## config.mk

```make
export PLATFORM = sky130hd
export DESIGN_NAME = stage_divider
export DESIGN_NICKNAME = d
export VERILOG_FILES = /design/src/rtl/stage_divider_pkg.sv /design/src/rtl/sd_mode_fsm.sv /design/src/rtl/sd_edge_sense.sv /design/src/rtl/sd_section.sv /design/src/rtl/stage_divider.sv
export SDC_FILE = /design/constraint.sdc
export NUM_CORES = 1
export LEC_CHECK = 0
export ABC_CLOCK_PERIOD_IN_PS = 1800
export BUFFER_PORTS_ARGS = -buffer_cell sky130_fd_sc_hd__clkbuf_2
export CELL_PAD_IN_SITES_DETAIL_PLACEMENT = 1
export CELL_PAD_IN_SITES_GLOBAL_PLACEMENT = 2
export CORE_MARGIN = 2
export CORE_UTILIZATION = 29
export DETAILED_ROUTE_END_ITERATION = 6
export PLACE_DENSITY = 0.77
export SLEW_MARGIN = 20
export SYNTH_ARGS = -nofsm -noshare
export SYNTH_HDL_FRONTEND = slang
export SYNTH_SLANG_ARGS = --single-unit
```

## constraint.sdc

```tcl
create_clock -name clk -period 1.8 [get_ports clk]
set_input_delay 0.54 -clock clk [delete_from_list [all_inputs] [get_ports clk]]
set_output_delay 0.54 -clock clk [all_outputs]
set_load 0.05 [all_outputs]
```

## src/rtl/stage_divider_pkg.sv

```systemverilog
package stage_divider_pkg;
    typedef enum logic {
        MODE_NORMAL = 1'b0,
        MODE_TEST   = 1'b1
    } mode_e;
endpackage

```

## src/rtl/sd_mode_fsm.sv

```systemverilog
module sd_mode_fsm
    import stage_divider_pkg::*;
(
    input  logic  clk,
    input  logic  mr,
    input  logic  test_req,
    output mode_e mode
);
    mode_e state, state_nx;

    always_comb begin
        state_nx = state;
        unique case (state)
            MODE_NORMAL: if (test_req)  state_nx = MODE_TEST;
            MODE_TEST:   if (!test_req) state_nx = MODE_NORMAL;
            default:     state_nx = MODE_NORMAL;
        endcase
    end

    always_ff @(posedge clk or posedge mr) begin
        if (mr) state <= MODE_NORMAL;
        else    state <= state_nx;
    end

    always_comb mode = state;
endmodule

```

## src/rtl/sd_edge_sense.sv

```systemverilog
module sd_edge_sense
    import stage_divider_pkg::*;
(
    input  logic  clk,
    input  logic  mr,
    input  logic  pin,
    input  mode_e mode,
    output logic  advance
);
    logic pin_q;

    always_ff @(posedge clk or posedge mr) begin
        if (mr) pin_q <= 1'b0;
        else    pin_q <= pin;
    end

    always_comb begin
        unique case (mode)
            MODE_NORMAL: advance = pin_q & ~pin;
            MODE_TEST:   advance = ~pin_q & pin;
            default:     advance = 1'b0;
        endcase
    end
endmodule

```

## src/rtl/sd_section.sv

```systemverilog
module sd_section #(
    parameter int W = 8
) (
    input  logic         clk,
    input  logic         mr,
    input  logic         en,
    output logic [W-1:0] cnt,
    output logic         full
);
    always_ff @(posedge clk or posedge mr) begin
        if (mr)      cnt <= '0;
        else if (en) cnt <= cnt + 1'b1;
    end

    always_comb full = &cnt;
endmodule

```

## src/rtl/stage_divider.sv

```systemverilog
module stage_divider
    import stage_divider_pkg::*;
#(
    parameter int SEC_W = 8,
    parameter int N_SEC = 3,
    parameter int N_OUT = 7
) (
    input  logic                   clk,
    input  logic                   mr,
    input  logic                   count_in,
    input  logic                   test_mode,
    output logic [N_OUT-1:0]       q_out,
    output logic [SEC_W*N_SEC-1:0] stages
);
    localparam int TOTAL = SEC_W * N_SEC;

    mode_e            mode;
    logic             advance;
    logic [N_SEC:0]   carry;
    logic [N_SEC-1:0] full;

    sd_mode_fsm u_fsm (
        .clk      (clk),
        .mr       (mr),
        .test_req (test_mode),
        .mode     (mode)
    );

    sd_edge_sense u_edge (
        .clk     (clk),
        .mr      (mr),
        .pin     (count_in),
        .mode    (mode),
        .advance (advance)
    );

    assign carry[0] = 1'b1;

    for (genvar k = 0; k < N_SEC; k++) begin : g_sec
        logic en;
        always_comb begin
            unique case (mode)
                MODE_TEST:   en = advance;
                MODE_NORMAL: en = advance & carry[k];
                default:     en = 1'b0;
            endcase
        end
        assign carry[k+1] = carry[k] & full[k];

        sd_section #(.W(SEC_W)) u_sec (
            .clk  (clk),
            .mr   (mr),
            .en   (en),
            .cnt  (stages[k*SEC_W +: SEC_W]),
            .full (full[k])
        );
    end

    assign q_out = stages[TOTAL-1 -: N_OUT];
endmodule

```

== Word-level counts from Yosys, hierarchy flattened ==
Index checks and enable logic that the tools add are counted.
W data, S select, Z words.
Storage, ports and cells
  memories kept: 0
  bits in writable memories: 0
  logic and storage cells: 22
  bits in read-only memories: 0
  latch bits: 0
  bits in registers: 26
Cells by class
  shifts and indexed selects: 0
  $mul: 0
  bitwise logic cells: 8
  mux-type cells: 4
  equal/unequal tests: 0
  $lt $le $gt $ge: 0
  add/sub/neg operators: 3
  reduce and logical (&&, ||, !) cells: 2
  div/mod/pow operators: 0
Operator list (number)
  $add A8 B1 Y8 const B: 3
  $reduce_and A8 Y1: 2
  $pmux W1 S2: 3
  $and A1 B1 Y1: 5
  $not A1 Y1: 3
  $mux W1: 1

== Depth between registers and ports, before layout ==
Gate-level depths: netlist (run 1).
  depth after elaboration: 5
  mapped depth: 6

== Modules after synthesis ==
Synthesis (run 1) repeated with hierarchy kept, for this count alone.
Second synthesis, totals
  cells, all modules: 107
  area total of the unflattened synthesis: 1258.7 µm²
By module, submodules not included
  sd_section: cells an instance 30, instances 3, area each 369.1 µm², seq. area each 200.2 µm²
  stage_divider: cells an instance 10, instances 1, area each 71.3 µm², seq. area each 0.0 µm²
  sd_edge_sense: cells an instance 5, instances 1, area each 51.3 µm², seq. area each 25.0 µm²
  sd_mode_fsm: cells an instance 2, instances 1, area each 28.8 µm², seq. area each 25.0 µm²

== Worst setup path before layout (run 1) ==
Ideal clock, no wire load.
  kind: register to register
  start point: register g_sec[0].u_sec.cnt[0]
  end point: register g_sec[2].u_sec.cnt[6]
  cell stages (with the launch flop): 7
  period minus slack after synthesis: 2.172 ns
  setup slack: -0.372 ns
  setup time: 0.131 ns
  arrival time: 2.041 ns
  path through: dfrtp_1 -> ha_1 -> nand4_2 -> nor4_2 -> buf_2 -> o2bb2ai_1 -> or3_1
Between the ends
  longest elaborated chain between the ends: 4
Ends and longest elaborated chain
  start, declared: RTL line sd_section.sv:7  | output logic [W-1:0] cnt,
  start signal, assigned: RTL line sd_section.sv:12  | else if (en) cnt <= cnt + 1'b1;
  $reduce_and A8 Y1: RTL line sd_section.sv:15  | always_comb full = &cnt;
  $and A1 B1 Y1: RTL line stage_divider.sv:48  | assign carry[k+1] = carry[k] & full[k];
  $and A1 B1 Y1: RTL line stage_divider.sv:44  | MODE_NORMAL: en = advance & carry[k];
  $pmux W1 S2: RTL line stage_divider.sv:42  | unique case (mode)
  end signal, assigned: RTL line sd_section.sv:12
  end, declared: RTL line sd_section.sv:7
No other way between the ends.
A chain may end at the register's enable or synchronous reset.

== Worst setup path after layout (run 1) ==
  start point: register g_sec[0].u_sec.cnt[1]
  end point: register g_sec[1].u_sec.cnt[7]
Between the ends
  longest elaborated chain between the ends: 3
Ends and longest elaborated chain (RTL line)
  $reduce_and A8 Y1: sd_section.sv:15
  $and A1 B1 Y1: stage_divider.sv:44
  $pmux W1 S2: stage_divider.sv:42
  end signal, assigned: sd_section.sv:12
  end, declared: sd_section.sv:7
No other way between the ends.

==> results of run 1 <==
[area by class of cell]
cell class / count / area, um^2 / area share
Clock buffer: 4 / 55.05 / 0.03156
Inverter: 2 / 7.507 / 0.004304
Multi-Input combinational cell: 90 / 673.1 / 0.3859
Sequential cell: 26 / 660.6 / 0.3788
Tap cell: 52 / 65.06 / 0.03730
Timing Repair Buffer: 49 / 282.8 / 0.1621
[cells in the mapped netlist, drive strengths merged, types with 2 or more instances]
master | count | share of area
dfrtp | 26 | 0.48
xnor2 | 12 | 0.078
nand2 | 10 | 0.028
buf | 9 | 0.046
nand3 | 8 | 0.030
nor2 | 6 | 0.017
xor2 | 6 | 0.039
a21oi | 4 | 0.018
o211ai | 4 | 0.022
o21ai | 4 | 0.015
ha | 3 | 0.028
mux2 | 3 | 0.025
nand4 | 3 | 0.018
nor3 | 3 | 0.011
nor4 | 3 | 0.018
a211oi | 2 | 0.011
a31oi | 2 | 0.0092
and3 | 2 | 0.0092
inv | 2 | 0.0055
nand3b | 2 | 0.011
or2 | 2 | 0.011
[worst max-delay path, cell delays in order, from the launching register on]
cell and delay (ps):
dfrtp_2 400, ha_4 160, nand4_4 130, or4_4 550, a211oi_2 240, xor2_1 170
[through the flow]
stage	cell area, um^2	instances	setup WS (ps)	hold WS [ps]
4_1_cts	1729	221	31.28	309.1
2_1_floorplan	1406	127	-29.46	571.4
6_report	1744	223	67.84	289.2
3_3_place_gp	1674	217	-100.5	482.7
5_1_grt	1744	223	-17.97	330.7
3_5_place_dp	1674	217	-159.7	486.0
[layer usage]
metal  vias to the layer above  GRT usage
li1                        546          -
met1                       565     0.1788
met2                        25     0.2467
met3                         5    0.02083
met4                         0    0.03774
met5                         -          0
[power by group through the flow]
stage	clock network (uW)	logic (uW)	registers [uW]
final	388	1210	995
after global routing	423	1300	1030
after floorplan	0	414	1500
after CTS	401	1190	1010
after detailed placement	0	1190	1020
after global placement	0	1160	1000
[cell families (layout without fill, tap and decap cells)]
family                     Yosys count  count (layout)
DFF                                 26              26
AOI/OAI and AO/OA                   20              20
adders and majority gates            3               3
xor gates and xnor gates            18              18
and+or+nand+nor                     46              46
buffers and inverters               11              55
muxes                                3               3
[timing repair]
action / CTS / global route
endpoints found under the setup margin: 0 / 3
hold endpoints to repair: 0 / 0
setup buffers: 0 / 2
[state kept, by name (all words and copies together) (netlist names)]
register,flops
g_sec.u_sec.cnt,24
u_fsm.mode,1
u_edge.pin_q,1
[how the worst max path moves through the flow]
stage	to	slack [ps]	cells after the start
floorplan	g_sec[1].u_sec.cnt[5]	-30	5
global placement	g_sec[1].u_sec.cnt[5]	-100	5
detailed placement	g_sec[1].u_sec.cnt[7]	-160	5
CTS	g_sec[1].u_sec.cnt[7]	30	5
global route	g_sec[1].u_sec.cnt[5]	-20	5
finish	g_sec[1].u_sec.cnt[7]	70	5
==> impl_metrics.py, run 1 <==
metrics = {
    "status": {
        "status": "finished clean",
    },
    "worst_setup_path": {
        "r2r_start": "g_sec[0].u_sec.cnt[1]",
        "reg2reg_depth": 5,
        "r2r_end": "g_sec[1].u_sec.cnt[7]",
        "critical_path_arrival_ps": 1930,
        "worstSetupPathType": "flop to flop",
        "start_kind": "flop",
        "crit_fanout": 5,
        "cp.required_ps": 2000,
        "critPathLaunch": "g_sec[0].u_sec.cnt[1]",
        "endpoint_kind": "flop",
        "reg2reg_slack_ps": 70,
    },
    "floorplanning": {
        "die_h_um": 72.33,
        "core_um2": 4414,
        "io_pins": 35,
        "die_w_um": 72.33,
        "core.rowCount": 24,
        "initial_core_util": 0.3067,
        "dieArea_um2": 5231,
    },
    "power_and_ir_drop": {
        "pwr-share-clk": 0.149,
        "p_switching_uw": 1311,
        "finalPower_uw": 2596,
        "cellPowerDensity_nw_per_um2": 1488,
        "swShare": 0.5050,
        "p_seq_frac": 0.383,
        "vdd_ir_drop_max_mv": 0.6924,
        "p_int_uw": 1285,
        "p_leak_uw": 0.0007791,
        "power_frac_comb": 0.467,
    },
    "finish": {
        "layout_common_cells": "clkbuf_2 (34), dfrtp_1 (18), buf_4 (15)",
        "nets": 179,
        "fin_util": 0.3951,
        "area_growth_pct": 28.84,
        "layout_commonest_cell": "clkbuf_2",
        "n_antenna_cell": 0,
        "drive_above_1_share": 0.4269,
        "fillCellCount": 501,
    },
    "sta": {
        "slew_headroom": 0.7659,
        "max_clock_freq_mhz": 577.3,
        "setup_violations": 0,
        "fin_setup_tns_ps": 0,
        "final_max_slew_viol_count": 0,
        "min_period_over_period": 0.9623,
        "finalHoldViolCount": 0,
        "fin_skew_ps": 2.046,
        "finalCriticalPeriod_ps": 1732,
        "rsz0062_at_grt": "yes",
        "tightestPinTransition_ps": 351.2,
    },
    "routing": {
        "antenna_left": 0,
        "dr_wl_met3_um": 112,
        "routed_via_density": 5.117,
        "drc": 0,
        "dr.pass1.iters": 4,
        "drt-wirelength-per-cell_um": 15.13,
        "vias": 1141,
        "met1_length_um": 1549,
        "drt-total-wl_um": 3375,
        "drt-initial-drc-count": 47,
        "routed-wl-met2_um": 1674,
        "dr.max_layer_used": "met4",
    },
    "hold_path": {
        "hold_path_class": "input port to asynchronous set/reset pin",
    },
    "global_routing": {
        "grt_pass1_vias": 1240,
        "overflow": 0,
        "antenna_found_initial": 0,
        "grt_use_total": 0.1403,
        "grt_pass1_wl_um": 5837,
        "grt_max_degree": 27,
    },
    "clock_tree": {
        "numCtsBuffers": 3,
        "root_buffer": "clkbuf_8",
        "clkTransAtPathRegs_ps": 90,
        "cts_max_path_buffers": 2,
        "cts_sinks": 26,
        "cts.repair.resized": 0,
        "clock_latency_ps": 270,
        "cts_tree": "done",
        "cts_max_level": 1,
        "hold_buffers": 0,
    },
    "logic_synthesis": {
        "syn_avg_cell_area_um2": 10.66,
        "synth_edf_count": 0,
        "seq_area_frac_synth": 0.4806,
        "synth_nets": 134,
        "netlist_area_um2": 1354,
        "synth_xor_area_frac": 0.1165,
        "synth_compound_area_frac": 0.1017,
        "synth_top_family_by_area": "simple AND/OR/NAND/NOR gates",
        "yosysWarnings": 0,
        "syn_inst": 127,
        "synthAdderAreaFrac": 0.02773,
        "ys.flop_type": "dfrtp_1",
        "ys_types": 37,
        "yosys.area_share.simple": 0.1969,
        "synth_mux_area_frac": 0.02495,
        "synthArstFlopShare": 1.000,
        "ys_seq_elements": 26,
    },
    "place": {
        "globalplace.congestion": 0.7863,
        "dp_hpwl_um": 2604,
        "io_buffers": 34,
    },
    "job": {
        "cap_violations": 0,
    },
}
(Power assumes the default switching activity.)
==> inputs of run 2 (changes only) <==
--- a/config.mk
+++ b/config.mk
@@ -5,15 +5,17 @@
 export SDC_FILE = /design/constraint.sdc
 export NUM_CORES = 1
 export LEC_CHECK = 0
+export ABC_AREA = 1
 export ABC_CLOCK_PERIOD_IN_PS = 1800
 export BUFFER_PORTS_ARGS = -buffer_cell sky130_fd_sc_hd__clkbuf_2
 export CELL_PAD_IN_SITES_DETAIL_PLACEMENT = 1
 export CELL_PAD_IN_SITES_GLOBAL_PLACEMENT = 2
 export CORE_MARGIN = 2
-export CORE_UTILIZATION = 29
+export CORE_UTILIZATION = 27
 export DETAILED_ROUTE_END_ITERATION = 6
 export PLACE_DENSITY = 0.77
 export SLEW_MARGIN = 20
 export SYNTH_ARGS = -nofsm -noshare
 export SYNTH_HDL_FRONTEND = slang
 export SYNTH_SLANG_ARGS = --single-unit
+export TNS_END_PERCENT = 50
==> impl_metrics.py, run 2 <==
metrics = {
    "status": {
        "status": "finished clean",
    },
    "logic_synthesis": {
        "ys_seq_elements": 26,
        "syn_inst": 196,
        "synth_nets": 203,
        "synth_top_area_cell": "dfrtp_1",
        "synthArstFlopShare": 1.000,
        "synth.most_common_cell": "nand2_1",
        "yosysWarnings": 0,
        "synth_edf_count": 0,
        "netlist_area_um2": 1521,
        "synth.cells.most_frequent": "nand2_1 (71), dfrtp_1 (26), inv_1 (25)",
        "syn_avg_cell_area_um2": 7.763,
        "seq_area_frac_synth": 0.4276,
        "ys.flop_type": "dfrtp_1",
        "ys_types": 22,
        "synthTopCellsByArea": "dfrtp_1 (43%), nand2_1 (18%), nand3_1 (6.6%)",
        "synth_top_area_frac": 0.4276,
    },
    "floorplanning": {
        "core_um2": 5473,
        "die_h_um": 79.07,
        "dieArea_um2": 6251,
        "die_w_um": 79.07,
        "initial_core_util": 0.2780,
        "core.rowCount": 27,
        "io_pins": 35,
    },
    "power_and_ir_drop": {
        "p_seq_frac": 0.366,
        "p_int_uw": 1269,
        "p_switching_uw": 1183,
        "power_frac_comb": 0.430,
        "swShare": 0.4825,
        "vdd_ir_drop_max_mv": 0.5929,
        "cellPowerDensity_nw_per_um2": 1371,
        "pwr-share-clk": 0.204,
        "p_leak_uw": 0.001001,
    },
    "routing": {
        "drt-total-wl_um": 3534,
        "routed_via_density": 4.294,
        "drc": 0,
        "drt-initial-drc-count": 47,
        "vias": 1284,
        "dr_wl_met3_um": 125,
        "dr.max_layer_used": "met4",
        "antenna_left": 0,
        "routed-wl-met2_um": 1667,
        "dr.pass1.iters": 4,
        "met1_length_um": 1711,
        "drt-wirelength-per-cell_um": 11.82,
    },
    "worst_setup_path": {
        "path_cells": "clkbuf_2",
        "cpMaxStageDelayCell": "dfrtp_1",
        "critical_path_arrival_ps": 1120,
        "cp.required_ps": 1260,
        "endpoint_kind": "output pin",
        "worstSetupPathType": "flop to output pin",
        "crit_buf_inv": 1,
        "crit_fanout": 6,
        "start_kind": "flop",
        "critical-path-max-stage-delay_ps": 510,
        "cp_top_family": "flip-flops",
    },
    "clock_tree": {
        "cts_max_level": 1,
        "clock_latency_ps": 270,
        "root_buffer": "clkbuf_8",
        "cts_tree": "done",
        "cts_sinks": 26,
        "numCtsBuffers": 3,
        "cts_max_path_buffers": 2,
        "cts.repair.resized": 0,
        "post_cts_buffers": 0,
        "hold_buffers": 0,
        "clkTransAtPathRegs_ps": 100,
    },
    "finish": {
        "multiInputGateArea_um2": 698.2,
        "n_antenna_cell": 0,
        "largest_register_ffs": 24,
        "top_register": "g_sec.u_sec.cnt",
        "drive_above_1_share": 0.2203,
        "fin_util": 0.3269,
        "fillCellCount": 704,
        "seq_area_um2": 650.6,
        "instances_no_fill": 299,
        "nets": 235,
        "final_area_um2": 1789,
        "layout_common_cells": "nand2_1 (71), clkbuf_2 (34), dfrtp_1 (26)",
        "area_growth_pct": 17.60,
        "layout_commonest_cell": "nand2_1",
    },
    "place": {
        "io_buffers": 34,
        "pre_cts_ws_ps": 201.5,
        "place_inst": 295,
        "dp_hpwl_um": 2618,
        "globalplace.congestion": 0.6740,
        "postPlaceCellArea_um2": 1718,
    },
    "sta": {
        "final_max_slew_viol_count": 0,
        "min_period_over_period": 0.9240,
        "setup_violations": 0,
        "finalHoldViolCount": 0,
        "fin_skew_ps": 6.045,
        "slew_headroom": 0.7639,
        "worst_slack_ps": 136.7,
        "rsz0062_at_grt": "no",
        "max_clock_freq_mhz": 601.2,
        "fin_setup_tns_ps": 0,
        "tightestPinTransition_ps": 354.2,
        "finalCriticalPeriod_ps": 1663,
    },
    "global_routing": {
        "grt_max_degree": 27,
        "grt_pass1_vias": 1323,
        "overflow": 0,
        "grt_use_total": 0.1239,
        "antenna_found_initial": 0,
        "grt_pass1_wl_um": 6161,
    },
    "hold_path": {
        "hold_path_class": "input port to asynchronous set/reset pin",
    },
    "job": {
        "cap_violations": 0,
    },
}
-- run 2: cell count changes after synthesis, moves of 4 or more --
cell      previous run  this run
nand2_1             10        71
inv_1                2        25
nand3_1              8        20
xnor2_1             12         2
nand4_1              2         6
nor2_1               6        10
o211ai_1             4         0
-- run 2: tightest hold or removal path, stage by stage --
cell and delay, ps:
clkbuf_2 80, inv_1 40, buf_4 320
-- run 2: layout make-up --
| class | instances | share of cell area |
|---|---|---|
| multi-input combinational | 136 | 0.3902 |
| sequential | 26 | 0.3636 |
| clock inverter | 1 | 0.01678 |
| timing repair buffer | 36 | 0.1035 |
| clock buffer | 3 | 0.02308 |
| inverter | 25 | 0.05245 |
| tap | 72 | 0.05035 |
-- run 2: path summary, 6_finish.rpt --
kind	from	end	slack, ps	cells past startpoint
max	g_sec[2].u_sec.cnt[3]	q_out[2]	140	1
min	mr	g_sec[2].u_sec.cnt[4]	290	3
max reg2reg	g_sec[0].u_sec.cnt[0]	g_sec[2].u_sec.cnt[2]	250	8
min reg2reg	g_sec[0].u_sec.cnt[6]	g_sec[0].u_sec.cnt[6]	540	2
max in group asynchronous	mr	g_sec[0].u_sec.cnt[3]	1250	3
min in group clk	test_mode	u_fsm.mode	370	1
-- run 2: through the flow --
stage | total power (uW) | hold WS, ps
final | 2453 | 286.3
after global routing | 2615 | 322.9
after CTS | 2499 | 299.6
after detailed placement | 1989 | 530.1
after global placement | 1975 | 521.2
after floorplan | 1710 | 571.4
-- run 2: power by group through the flow --
| stage | clock, uW | combinational [uW] | sequential, uW |
|---|---|---|---|
| 2_1_floorplan | 0 | 343 | 1370 |
| 3_3_place_gp | 0 | 1060 | 916 |
| 3_5_place_dp | 0 | 1070 | 920 |
| 4_1_cts | 516 | 1070 | 908 |
| 5_1_grt | 535 | 1150 | 934 |
| 6_report | 499 | 1060 | 898 |
-- run 2: cell families (layout without fill, tap and decap cells) --
group                    after synthesis  after routing  synth area share
XOR/XNOR                              10             10           0.06251
flip-flops                            26             26            0.4276
AO/OA/AOI/OAI                          6              6           0.01973
buffers and inverters                 34             65            0.1135
adder cells (fa/ha/maj)                3              3           0.02467
AND/OR/NAND/NOR                      117            117            0.3520
-- run 2: per-layer routing --
| metal | GRT usage | vias up |
|---|---|---|
| met5 | 0 | - |
| met4 | 0.04138 | 0 |
| met3 | 0.01818 | 2 |
| met2 | 0.2186 | 21 |
| met1 | 0.1545 | 600 |
| li1 | - | 661 |
